[src/rtl/dsk_dma_pkg.sv]
package dsk_dma_pkg;

  typedef enum logic [2:0] {
    HS_IDLE  = 3'd0,
    HS_SETUP = 3'd1,
    HS_DSTRB = 3'd2,
    HS_DREC  = 3'd3,
    HS_HALT  = 3'd4,
    HS_PSTRB = 3'd5,
    HS_PREC  = 3'd6
  } hs_state_e;

endpackage

[src/rtl/dsk_dma_tsel.sv]
module dsk_dma_tsel #(
  parameter int NDRV = 2,
  parameter int CW   = 4,
  localparam int DW  = (NDRV > 1) ? $clog2(NDRV) : 1
) (
  input  logic [DW-1:0]      drv,
  input  logic [NDRV*CW-1:0] base_act,
  input  logic [NDRV*CW-1:0] base_rec,
  input  logic [NDRV*CW-1:0] fast_act,
  input  logic [NDRV*CW-1:0] fast_rec,
  input  logic [NDRV-1:0]    fast_en,
  output logic [CW-1:0]      dma_act,
  output logic [CW-1:0]      dma_rec,
  output logic [CW-1:0]      pio_act,
  output logic [CW-1:0]      pio_rec
);

  logic [CW-1:0] d_act [NDRV];
  logic [CW-1:0] d_rec [NDRV];
  logic [CW-1:0] p_act [NDRV];
  logic [CW-1:0] p_rec [NDRV];

  // per-drive choice between the base and the fast set
  for (genvar g = 0; g < NDRV; g++) begin : g_drv
    assign p_act[g] = base_act[g*CW +: CW];
    assign p_rec[g] = base_rec[g*CW +: CW];
    assign d_act[g] = fast_en[g] ? fast_act[g*CW +: CW] : base_act[g*CW +: CW];
    assign d_rec[g] = fast_en[g] ? fast_rec[g*CW +: CW] : base_rec[g*CW +: CW];
  end

  assign dma_act = d_act[drv];
  assign dma_rec = d_rec[drv];
  assign pio_act = p_act[drv];
  assign pio_rec = p_rec[drv];

endmodule

[src/rtl/dsk_dma_cnt.sv]
module dsk_dma_cnt #(
  parameter int CW = 4
) (
  input  logic          clk,
  input  logic          rst_n,
  input  logic          load,
  input  logic [CW-1:0] load_val,
  output logic          zero
);

  logic [CW-1:0] cnt_q;
  logic [CW-1:0] cnt_d;
  logic          cnt_en;

  always_comb begin
    cnt_en = load | (cnt_q != '0);
    cnt_d  = load ? load_val : (cnt_q - 1'b1);
  end

  always_ff @(posedge clk or negedge rst_n) begin
    if (!rst_n) begin
      cnt_q <= '0;
    end else if (cnt_en) begin
      cnt_q <= cnt_d;
    end
  end

  assign zero = (cnt_q == '0);

endmodule

[src/rtl/dsk_dma_fsm.sv]
module dsk_dma_fsm
  import dsk_dma_pkg::*;
#(
  parameter int CW = 4
) (
  input  logic          clk,
  input  logic          rst_n,
  input  logic          chan_en,
  input  logic          dev_req,
  input  logic          pio_go,
  input  logic          dir_rd,
  input  logic [CW-1:0] dma_act,
  input  logic [CW-1:0] dma_rec,
  input  logic [CW-1:0] pio_act,
  input  logic [CW-1:0] pio_rec,
  input  logic          cnt_zero,
  output logic          cnt_load,
  output logic [CW-1:0] cnt_val,
  output logic          dma_ack,
  output logic          rd_n,
  output logic          wr_n,
  output logic          word_done
);

  hs_state_e     state_q, state_d;
  logic [CW-1:0] act_q, act_d, rec_q, rec_d;
  logic          dir_q, dir_d;
  logic          tim_en;
  logic          start_dma, start_pio;
  logic          done_d, ack_d, strb_d, rd_n_d, wr_n_d;

  // next-state decode
  always_comb begin
    state_d   = state_q;
    start_dma = 1'b0;
    start_pio = 1'b0;
    cnt_load  = 1'b0;
    cnt_val   = act_q;
    done_d    = 1'b0;
    if (!chan_en) begin
      state_d = HS_IDLE;
    end else begin
      unique case (state_q)
        HS_IDLE: begin
          if (dev_req) begin
            state_d   = HS_SETUP;
            start_dma = 1'b1;
          end else if (pio_go) begin
            state_d   = HS_PSTRB;
            start_pio = 1'b1;
            cnt_load  = 1'b1;
            cnt_val   = pio_act;
          end
        end
        HS_SETUP: begin
          state_d  = HS_DSTRB;
          cnt_load = 1'b1;
          cnt_val  = act_q;
        end
        HS_DSTRB: begin
          if (cnt_zero) begin
            done_d = 1'b1;
            if (dev_req) begin
              state_d  = HS_DREC;
              cnt_load = 1'b1;
              cnt_val  = rec_q;
            end else begin
              state_d = HS_HALT;
            end
          end
        end
        HS_DREC: begin
          if (cnt_zero) begin
            state_d  = HS_DSTRB;
            cnt_load = 1'b1;
            cnt_val  = act_q;
          end
        end
        HS_HALT: state_d = HS_IDLE;
        HS_PSTRB: begin
          if (cnt_zero) begin
            done_d   = 1'b1;
            state_d  = HS_PREC;
            cnt_load = 1'b1;
            cnt_val  = rec_q;
          end
        end
        HS_PREC: begin
          if (cnt_zero) state_d = HS_IDLE;
        end
        default: state_d = HS_IDLE;
      endcase
    end
  end

  // timing capture and output decode
  always_comb begin
    tim_en = start_dma | start_pio;
    act_d  = start_dma ? dma_act : pio_act;
    rec_d  = start_dma ? dma_rec : pio_rec;
    dir_d  = tim_en ? dir_rd : dir_q;
    strb_d = (state_d == HS_DSTRB) || (state_d == HS_PSTRB);
    ack_d  = (state_d == HS_SETUP) || (state_d == HS_DSTRB) ||
             (state_d == HS_DREC)  || (state_d == HS_HALT);
    rd_n_d = !(strb_d && dir_d);
    wr_n_d = !(strb_d && !dir_d);
  end

  always_ff @(posedge clk or negedge rst_n) begin
    if (!rst_n) begin
      state_q   <= HS_IDLE;
      dma_ack   <= 1'b0;
      rd_n      <= 1'b1;
      wr_n      <= 1'b1;
      word_done <= 1'b0;
    end else begin
      state_q   <= state_d;
      dma_ack   <= ack_d;
      rd_n      <= rd_n_d;
      wr_n      <= wr_n_d;
      word_done <= done_d;
    end
  end

  always_ff @(posedge clk or negedge rst_n) begin
    if (!rst_n) begin
      act_q <= '0;
      rec_q <= '0;
      dir_q <= 1'b0;
    end else if (tim_en) begin
      act_q <= act_d;
      rec_q <= rec_d;
      dir_q <= dir_d;
    end
  end

endmodule

[src/rtl/dsk_dma_hs.sv]
module dsk_dma_hs #(
  parameter int NDRV = 2,
  parameter int CW   = 4,
  localparam int DW  = (NDRV > 1) ? $clog2(NDRV) : 1
) (
  input  logic               clk,
  input  logic               rst_n,
  input  logic               chan_en,
  input  logic               dev_req,
  input  logic               pio_go,
  input  logic               dir_rd,
  input  logic [DW-1:0]      drv_sel,
  input  logic [NDRV*CW-1:0] base_act,
  input  logic [NDRV*CW-1:0] base_rec,
  input  logic [NDRV*CW-1:0] fast_act,
  input  logic [NDRV*CW-1:0] fast_rec,
  input  logic [NDRV-1:0]    fast_dma_en,
  output logic               dma_ack,
  output logic               rd_n,
  output logic               wr_n,
  output logic               word_done
);

  logic [CW-1:0] dma_act, dma_rec, pio_act, pio_rec;
  logic [CW-1:0] cnt_val;
  logic          cnt_load, cnt_zero;

  dsk_dma_tsel #(.NDRV(NDRV), .CW(CW)) u_tsel (
    .drv      (drv_sel),
    .base_act (base_act),
    .base_rec (base_rec),
    .fast_act (fast_act),
    .fast_rec (fast_rec),
    .fast_en  (fast_dma_en),
    .dma_act  (dma_act),
    .dma_rec  (dma_rec),
    .pio_act  (pio_act),
    .pio_rec  (pio_rec)
  );

  dsk_dma_cnt #(.CW(CW)) u_cnt (
    .clk      (clk),
    .rst_n    (rst_n),
    .load     (cnt_load),
    .load_val (cnt_val),
    .zero     (cnt_zero)
  );

  dsk_dma_fsm #(.CW(CW)) u_fsm (
    .clk       (clk),
    .rst_n     (rst_n),
    .chan_en   (chan_en),
    .dev_req   (dev_req),
    .pio_go    (pio_go),
    .dir_rd    (dir_rd),
    .dma_act   (dma_act),
    .dma_rec   (dma_rec),
    .pio_act   (pio_act),
    .pio_rec   (pio_rec),
    .cnt_zero  (cnt_zero),
    .cnt_load  (cnt_load),
    .cnt_val   (cnt_val),
    .dma_ack   (dma_ack),
    .rd_n      (rd_n),
    .wr_n      (wr_n),
    .word_done (word_done)
  );

endmodule

[config.mk]
export PLATFORM = sky130hd
export DESIGN_NAME = dsk_dma_hs
export DESIGN_NICKNAME = d
export VERILOG_FILES = /design/src/rtl/dsk_dma_pkg.sv /design/src/rtl/dsk_dma_tsel.sv /design/src/rtl/dsk_dma_cnt.sv /design/src/rtl/dsk_dma_fsm.sv /design/src/rtl/dsk_dma_hs.sv
export SDC_FILE = /design/constraint.sdc
export NUM_CORES = 1
export LEC_CHECK = 0
export ABC_CLOCK_PERIOD_IN_PS = 2700
export CAP_MARGIN = 5
export CORE_ASPECT_RATIO = 1.25
export CORE_UTILIZATION = 25
export CTS_CLUSTER_SIZE = 8
export DETAILED_ROUTE_END_ITERATION = 10
export PLACE_DENSITY = 0.47
export SETUP_SLACK_MARGIN = 0.1
export SYNTH_ARGS = -nofsm -noshare
export SYNTH_HDL_FRONTEND = slang
export SYNTH_SLANG_ARGS = --single-unit
[constraint.sdc]
create_clock -name clk -period 2.7 [get_ports clk]
set_input_delay 0.27 -clock clk [delete_from_list [all_inputs] [get_ports clk]]
set_output_delay 0.27 -clock clk [all_outputs]
set_load 0.005 [all_outputs]
* After elaboration in Yosys (flattened, before gate mapping)
Cells that the tools add are included.
W data, S select, Z words.
** Cells by class
- Add/subtract/negate cells :: 1
- Muxes and demuxes :: 49
- Equality and inequality tests :: 10
- $lt $le $gt $ge :: 1
- Bitwise operators :: 3
- Reductions and logical operators :: 14
** Operators with widths (number)
- $mux W4 :: 25
- $mux W3 :: 8
- $pmux W3 S6 :: 1
- $mux W1 :: 13
- $eq A3 B2 Y1 const B :: 4
- $eq A3 B3 Y1 const B :: 4
- $pmux W4 S3 :: 1
- $eq A3 B1 Y1 const B :: 2
- $logic_not A4 Y1 :: 1
- $logic_or A1 B1 Y1 :: 4
- $pmux W1 S4 :: 1
- $reduce_bool A4 Y1 :: 1
- $reduce_or A2 Y1 :: 2
- $sub A4 B1 Y4 const B :: 1
- $logic_not A1 Y1 :: 3
- $logic_not A3 Y1 :: 1
- $ge A2 B2 Y1 const B :: 1
- $logic_and A1 B1 Y1 :: 2
- $not A1 Y2 :: 1
- $or A1 B1 Y1 :: 2
** Word-level totals
- Bits of input ports :: 41
- Output and inout bits :: 4
- Bits in registers :: 20

* Depth between registers and ports, before layout
- Word-level depth :: 9
- Gate-level depth with buffers :: 9

* Hierarchy
A second synthesis with hierarchy kept.
** Second synthesis, totals
- Cells, all modules :: 168
- Area, all modules :: 1635.3 µm²
** Modules (own cells, without submodules)
- dsk_dma_fsm :: cells each 110, instances 1, area an instance 1017.2 µm²
- dsk_dma_tsel :: cells each 36, instances 1, area an instance 384.1 µm²
- dsk_dma_cnt :: cells each 22, instances 1, area an instance 234.0 µm²

* Least setup slack after synthesis
OpenSTA, ideal clock, no wires.
- Kind :: reg2reg
- From :: reg u_cnt.cnt_q[0] (netlist name)
- To :: reg u_fsm.act_q[0]
- Data arrival time :: 2.143 ns
- Cell stages (with the launch flop) :: 10
- Setup slack :: 0.431 ns
- Buffers on the path :: 2
- Library setup time :: 0.126 ns
- Required time :: 2.574 ns
- Clock period less this slack :: 2.269 ns
- Cell sequence :: dfrtp_1 > inv_1 > ha_1 > or3b_1 > buf_6 > nor4_4 > o311ai_4 > and3_1 > buf_6 > a221o_1
** RTL lines
- end signal, assigned :: line dsk_dma_fsm.sv:131 : act_q <= act_d;
- end, declared :: line dsk_dma_fsm.sv:26 : logic [CW-1:0] act_q, act_d, rec_q, rec_d;

==> flow_results.org <==
** Outcome
- The flow ran to the end, and the final reports show no timing, DRC or antenna violations.

** Setup path
- Critical path data arrival time :: 2.56 ns
- Critical path's slowest cell :: sky130_fd_sc_hd__o311ai_4
- Counting cells, the worst reg-to-reg path comes to 7.
- End point of the critical path :: u_fsm.act_q[1]$_DFFE_PN0N_
- Crit path depth :: 7
- Reg-to-reg startpoint :: u_cnt.cnt_q[0]$_DFFE_PN0P_
- Worst setup path class :: reg -> reg
- The cell family contributing the most delay on the critical path is simple AND/OR/NAND/NOR gates.
- Largest stage delay on the critical path :: 0.49 ns
- Data required time at the worst endpoint :: 2.91 ns
- Setup crit start :: u_cnt.cnt_q[0]$_DFFE_PN0P_
- Type of element launching the critical path :: flop
- The number of buffers and inverters on the critical path is 1.
- R2R setup slack :: 0.34 ns
- The worst setup path is captured at a flop.
- Of all nets on the critical path, the largest fanout is 8.
- Traced cell by cell, the critical path runs through inv_1 > ha_1 > nor3b_2 > nor3b_1 > o311ai_4 > and3_1 > a221o_1.
- In this run the critical register-to-register path is captured at u_fsm.act_q[1]$_DFFE_PN0N_.

** Timing
- Post-layout worst setup margin :: 0.344 ns
- At the pin with the least slew margin, the transition time is 0.879 ns.
- Post-layout minimum cycle time :: 2.36 ns
- In the final timing run, aggregate negative setup slack is 0 ns.
- Setup repair after global routing left no endpoint under its margin.
- The number of slew-limit violations in the final report was 0.
- # setup viols final :: 0
- The final count of hold timing violations was 0.
- Highest achievable clock rate :: 0.424 GHz
- Part of the cycle the worst path needs :: 87.3%
- Maximum clock skew at final layout :: 0.00691 ns
- Max-slew headroom at the worst pin :: 41.2%

** Route
- Mean routed wirelength per cell :: 14.2 µm
- Drt via density :: 4.88
- In this run, the number of DRC markers left after iteration 0 of detailed routing was 81.
- Routed wire length :: 4270 µm
- Once detail routing completed, the nets flagged for antenna violations numbered 0.
- Detailed Routing Iterations Pass 1 :: 4
- DRC Markers :: 0
- The final route contains 1,470 vias.

** Power and ir drop
- Total power density per cell area :: 806 nW/µm²
- Net switching is 38.5% of the power.
- Portion of total power attributed to the clock network :: 17.7%
- Internal power summed over all cells :: 1.09 mW
- Static leakage :: 0.894 nW
- Fraction of power consumed by sequential logic :: 32.3%
- Relative contribution of combinational cells to total power :: 50.1%
- NetSw :: 683 µW
- IR analysis of the VDD net gives a maximum drop of 0.252 mV.

** Place
- Routability-driven placement finished with a final weighted congestion of 0.730.
- Total of buffers placed on input and output ports :: 44
- Cell area after placement :: 2120 µm²
- At the placement stage, the worst setup path has a slack of 0.238 ns.
- Once detailed placement completed, the half-perimeter wirelength came to 3400 µm.

** Clocking
- In this run the number of H-tree levels came out at 1.
- CTS Buffer Depth :: 2
- Clock tree sinks :: 20
- Clock insertion delay at the later pin of the skew report :: 0.27 ns
- Hold buffers post-CTS :: 0
- CTS tree :: built
- TritonCTS created 3 clock buffers.
- Clock transition at the registers of the reported paths :: 0.09 ns
- Clock tree root buffer cell :: sky130_fd_sc_hd__clkbuf_8

** Synthesis
- Counting instances in the post-synthesis netlist gives the leading cell types as sky130_fd_sc_hd__dfrtp_1, sky130_fd_sc_hd__mux2i_1, sky130_fd_sc_hd__a21oi_1, sky130_fd_sc_hd__nand2_1, sky130_fd_sc_hd__nor2_1.
- Seq/Total Area, Yosys :: 30.9%
- Post-synthesis register bit count :: 20
- Cell with the most instances after synthesis :: sky130_fd_sc_hd__dfrtp_1
- Share of async-settable or async-resettable flops after synthesis :: 100%
- Yosys mapped the design onto 48 distinct sky130hd cell types.
- Cells taking the most area after synthesis :: sky130_fd_sc_hd__dfrtp_1, sky130_fd_sc_hd__mux2i_1, sky130_fd_sc_hd__mux2_2, sky130_fd_sc_hd__a21oi_1, sky130_fd_sc_hd__dfstp_2
- For this run, the number of Yosys warnings is 0.
- Mean area per synthesized cell :: 9.37 µm²
- Commonest register cell after synthesis :: sky130_fd_sc_hd__dfrtp_1
- Number of instances in the synthesized netlist :: 174
- The synthesized design contains 0 enable-type register cells.
- Post-synthesis instance area :: 1630 µm²
- Of all cell types, the one taking the most synthesized area is sky130_fd_sc_hd__dfrtp_1.
- When the netlist entered floorplanning its net count stood at 216.
- Synth top area share :: 27.6%

** Finish
- End-of-flow core utilization :: 35.2%
- The area growth from synthesis to layout is 34.8%.
- Net count, final :: 259
- The post-route netlist has 15.3% of its cells at a drive strength greater than 1.
- Fillers :: 688
- Post-route design area :: 2200 µm²
- 0 antenna diodes ended up in the layout.

** Hold path
- The path class of the tightest hold or removal check is in -> async.

** GRT
- The via count of the first global-routing pass was 1,450.
- Global routing used 13.7% of the available tracks.
- Summed over all layers, the global routing overflow is 0.
- Antenna violations before repair :: 0
- Global-route wire length before repair :: 7140 µm
- Largest net degree at the start of global routing :: 20

** Die
- The die is 92.3 µm tall.
- Overall die width :: 74.2 µm
- Area of the core :: 6250 µm²
- Initial core utilization :: 26.1%
- Number of rows in the core area :: 32
- Top-level I/O count :: 45
- The floorplan step defined a die boundary enclosing 6850 µm².

** Run
- Max-cap check violation count :: 0
==> metrics by stage <==
| step | total power, mW | std cells | hold slack, ns |
|---|---|---|---|
| after detailed placement | 1.47 | 297 | 0.493 |
| after floorplan | 1.25 | 174 | -0.0256 |
| after global placement | 1.46 | 297 | 0.481 |
| after CTS | 1.78 | 301 | 0.518 |
| final | 1.77 | 301 | 0.488 |
| after global routing | 1.91 | 301 | 0.549 |
==> power by group through the flow <==
stage	sequential (mW)	clock, mW	combinational, mW
6_report	0.572	0.313	0.888
5_1_grt	0.592	0.329	0.993
4_1_cts	0.571	0.321	0.893
3_5_place_dp	0.577	0	0.890
3_3_place_gp	0.577	0	0.888
2_1_floorplan	0.515	0	0.735
==> cell families after synthesis <==
logic type | synth area share (%)
AND/OR/NAND/NOR | 19.1
AO/OA/AOI/OAI | 24.4
multiplexers | 16.0
buffers and inverters | 7.83
flip-flops | 30.9
XOR/XNOR | 1.07
adder cells (fa/ha/maj) | 0.767
==> worst register-to-register path: cells and delay by family (launching register included) <==
kind	cells	cell delay, ns
adders and majority gates	1	0.21
buffers and inverters	1	0.09
AOI/OAI and AO/OA	2	0.69
DFF	1	0.37
and+or+nand+nor	3	0.95
==> layer usage <==
layer,part of all wire (%),GRT usage (%)
met1,42,16.9
met5,0,0
met4,1.8,4.72
met3,2.1,1.76
met2,54,23.9
==> registers in the layout, indices dropped and copies added (netlist names) <==
| register | count |
|---|---|
| u_fsm.state_q | 3 |
| u_fsm.rec_q | 4 |
| u_fsm.wr_n | 1 |
| u_cnt.cnt_q | 4 |
| u_fsm.dma_ack | 1 |
| u_fsm.dir_q | 1 |
| u_fsm.rd_n | 1 |
| u_fsm.word_done | 1 |
| u_fsm.act_q | 4 |
==> area by class of cell <==
type | count | area (µm²) | share of cell area (%)
inverter | 8 | 30.0 | 1.37
tap | 85 | 106 | 4.84
clock inverter | 1 | 30.0 | 1.37
clock buffer | 3 | 41.3 | 1.88
timing repair buffer | 50 | 485 | 22.1
sequential | 20 | 503 | 22.9
multi-input combinational | 134 | 1000 | 45.6
==> how the worst min path moves through the flow <==
stage                                 start                         end  slack (ns)  cells after the start
global placement    u_fsm.dir_q$_DFFE_PN0N_     u_fsm.dir_q$_DFFE_PN0N_        0.48                      2
finish                                rst_n   u_fsm.word_done$_DFF_PN0_        0.49                      1
CTS                 u_fsm.dir_q$_DFFE_PN0N_     u_fsm.dir_q$_DFFE_PN0N_        0.52                      2
global route        u_fsm.dir_q$_DFFE_PN0N_     u_fsm.dir_q$_DFFE_PN0N_        0.55                      2
detailed placement  u_fsm.dir_q$_DFFE_PN0N_     u_fsm.dir_q$_DFFE_PN0N_        0.49                      2
floorplan                             rst_n  u_cnt.cnt_q[0]$_DFFE_PN0P_       -0.03                      0
==> cells in the final DEF (no fill, tap or decap), drive strengths merged, types with 3 or more instances in the layout <==
master and count:
clkdlybuf4s50 44, dfrtp 18, mux2i 17, nand2 14, nor2 14, a21oi 14, inv 8, mux2 8
nor3 6, buf 6, o21ai 6, a2bb2oi 5, nor2b 4, nor3b 4, a221oi 4, a31oi 4
a22oi 3, a211oi 3, a221o 3, clkbuf 3
==> what timing repair did <==
item                                    4_1_cts  5_1_grt
endpoints found under the setup margin        0        1
gates resized for setup                       0        1
setup buffers                                 0        0
Power figures use the tool's default switching activity.
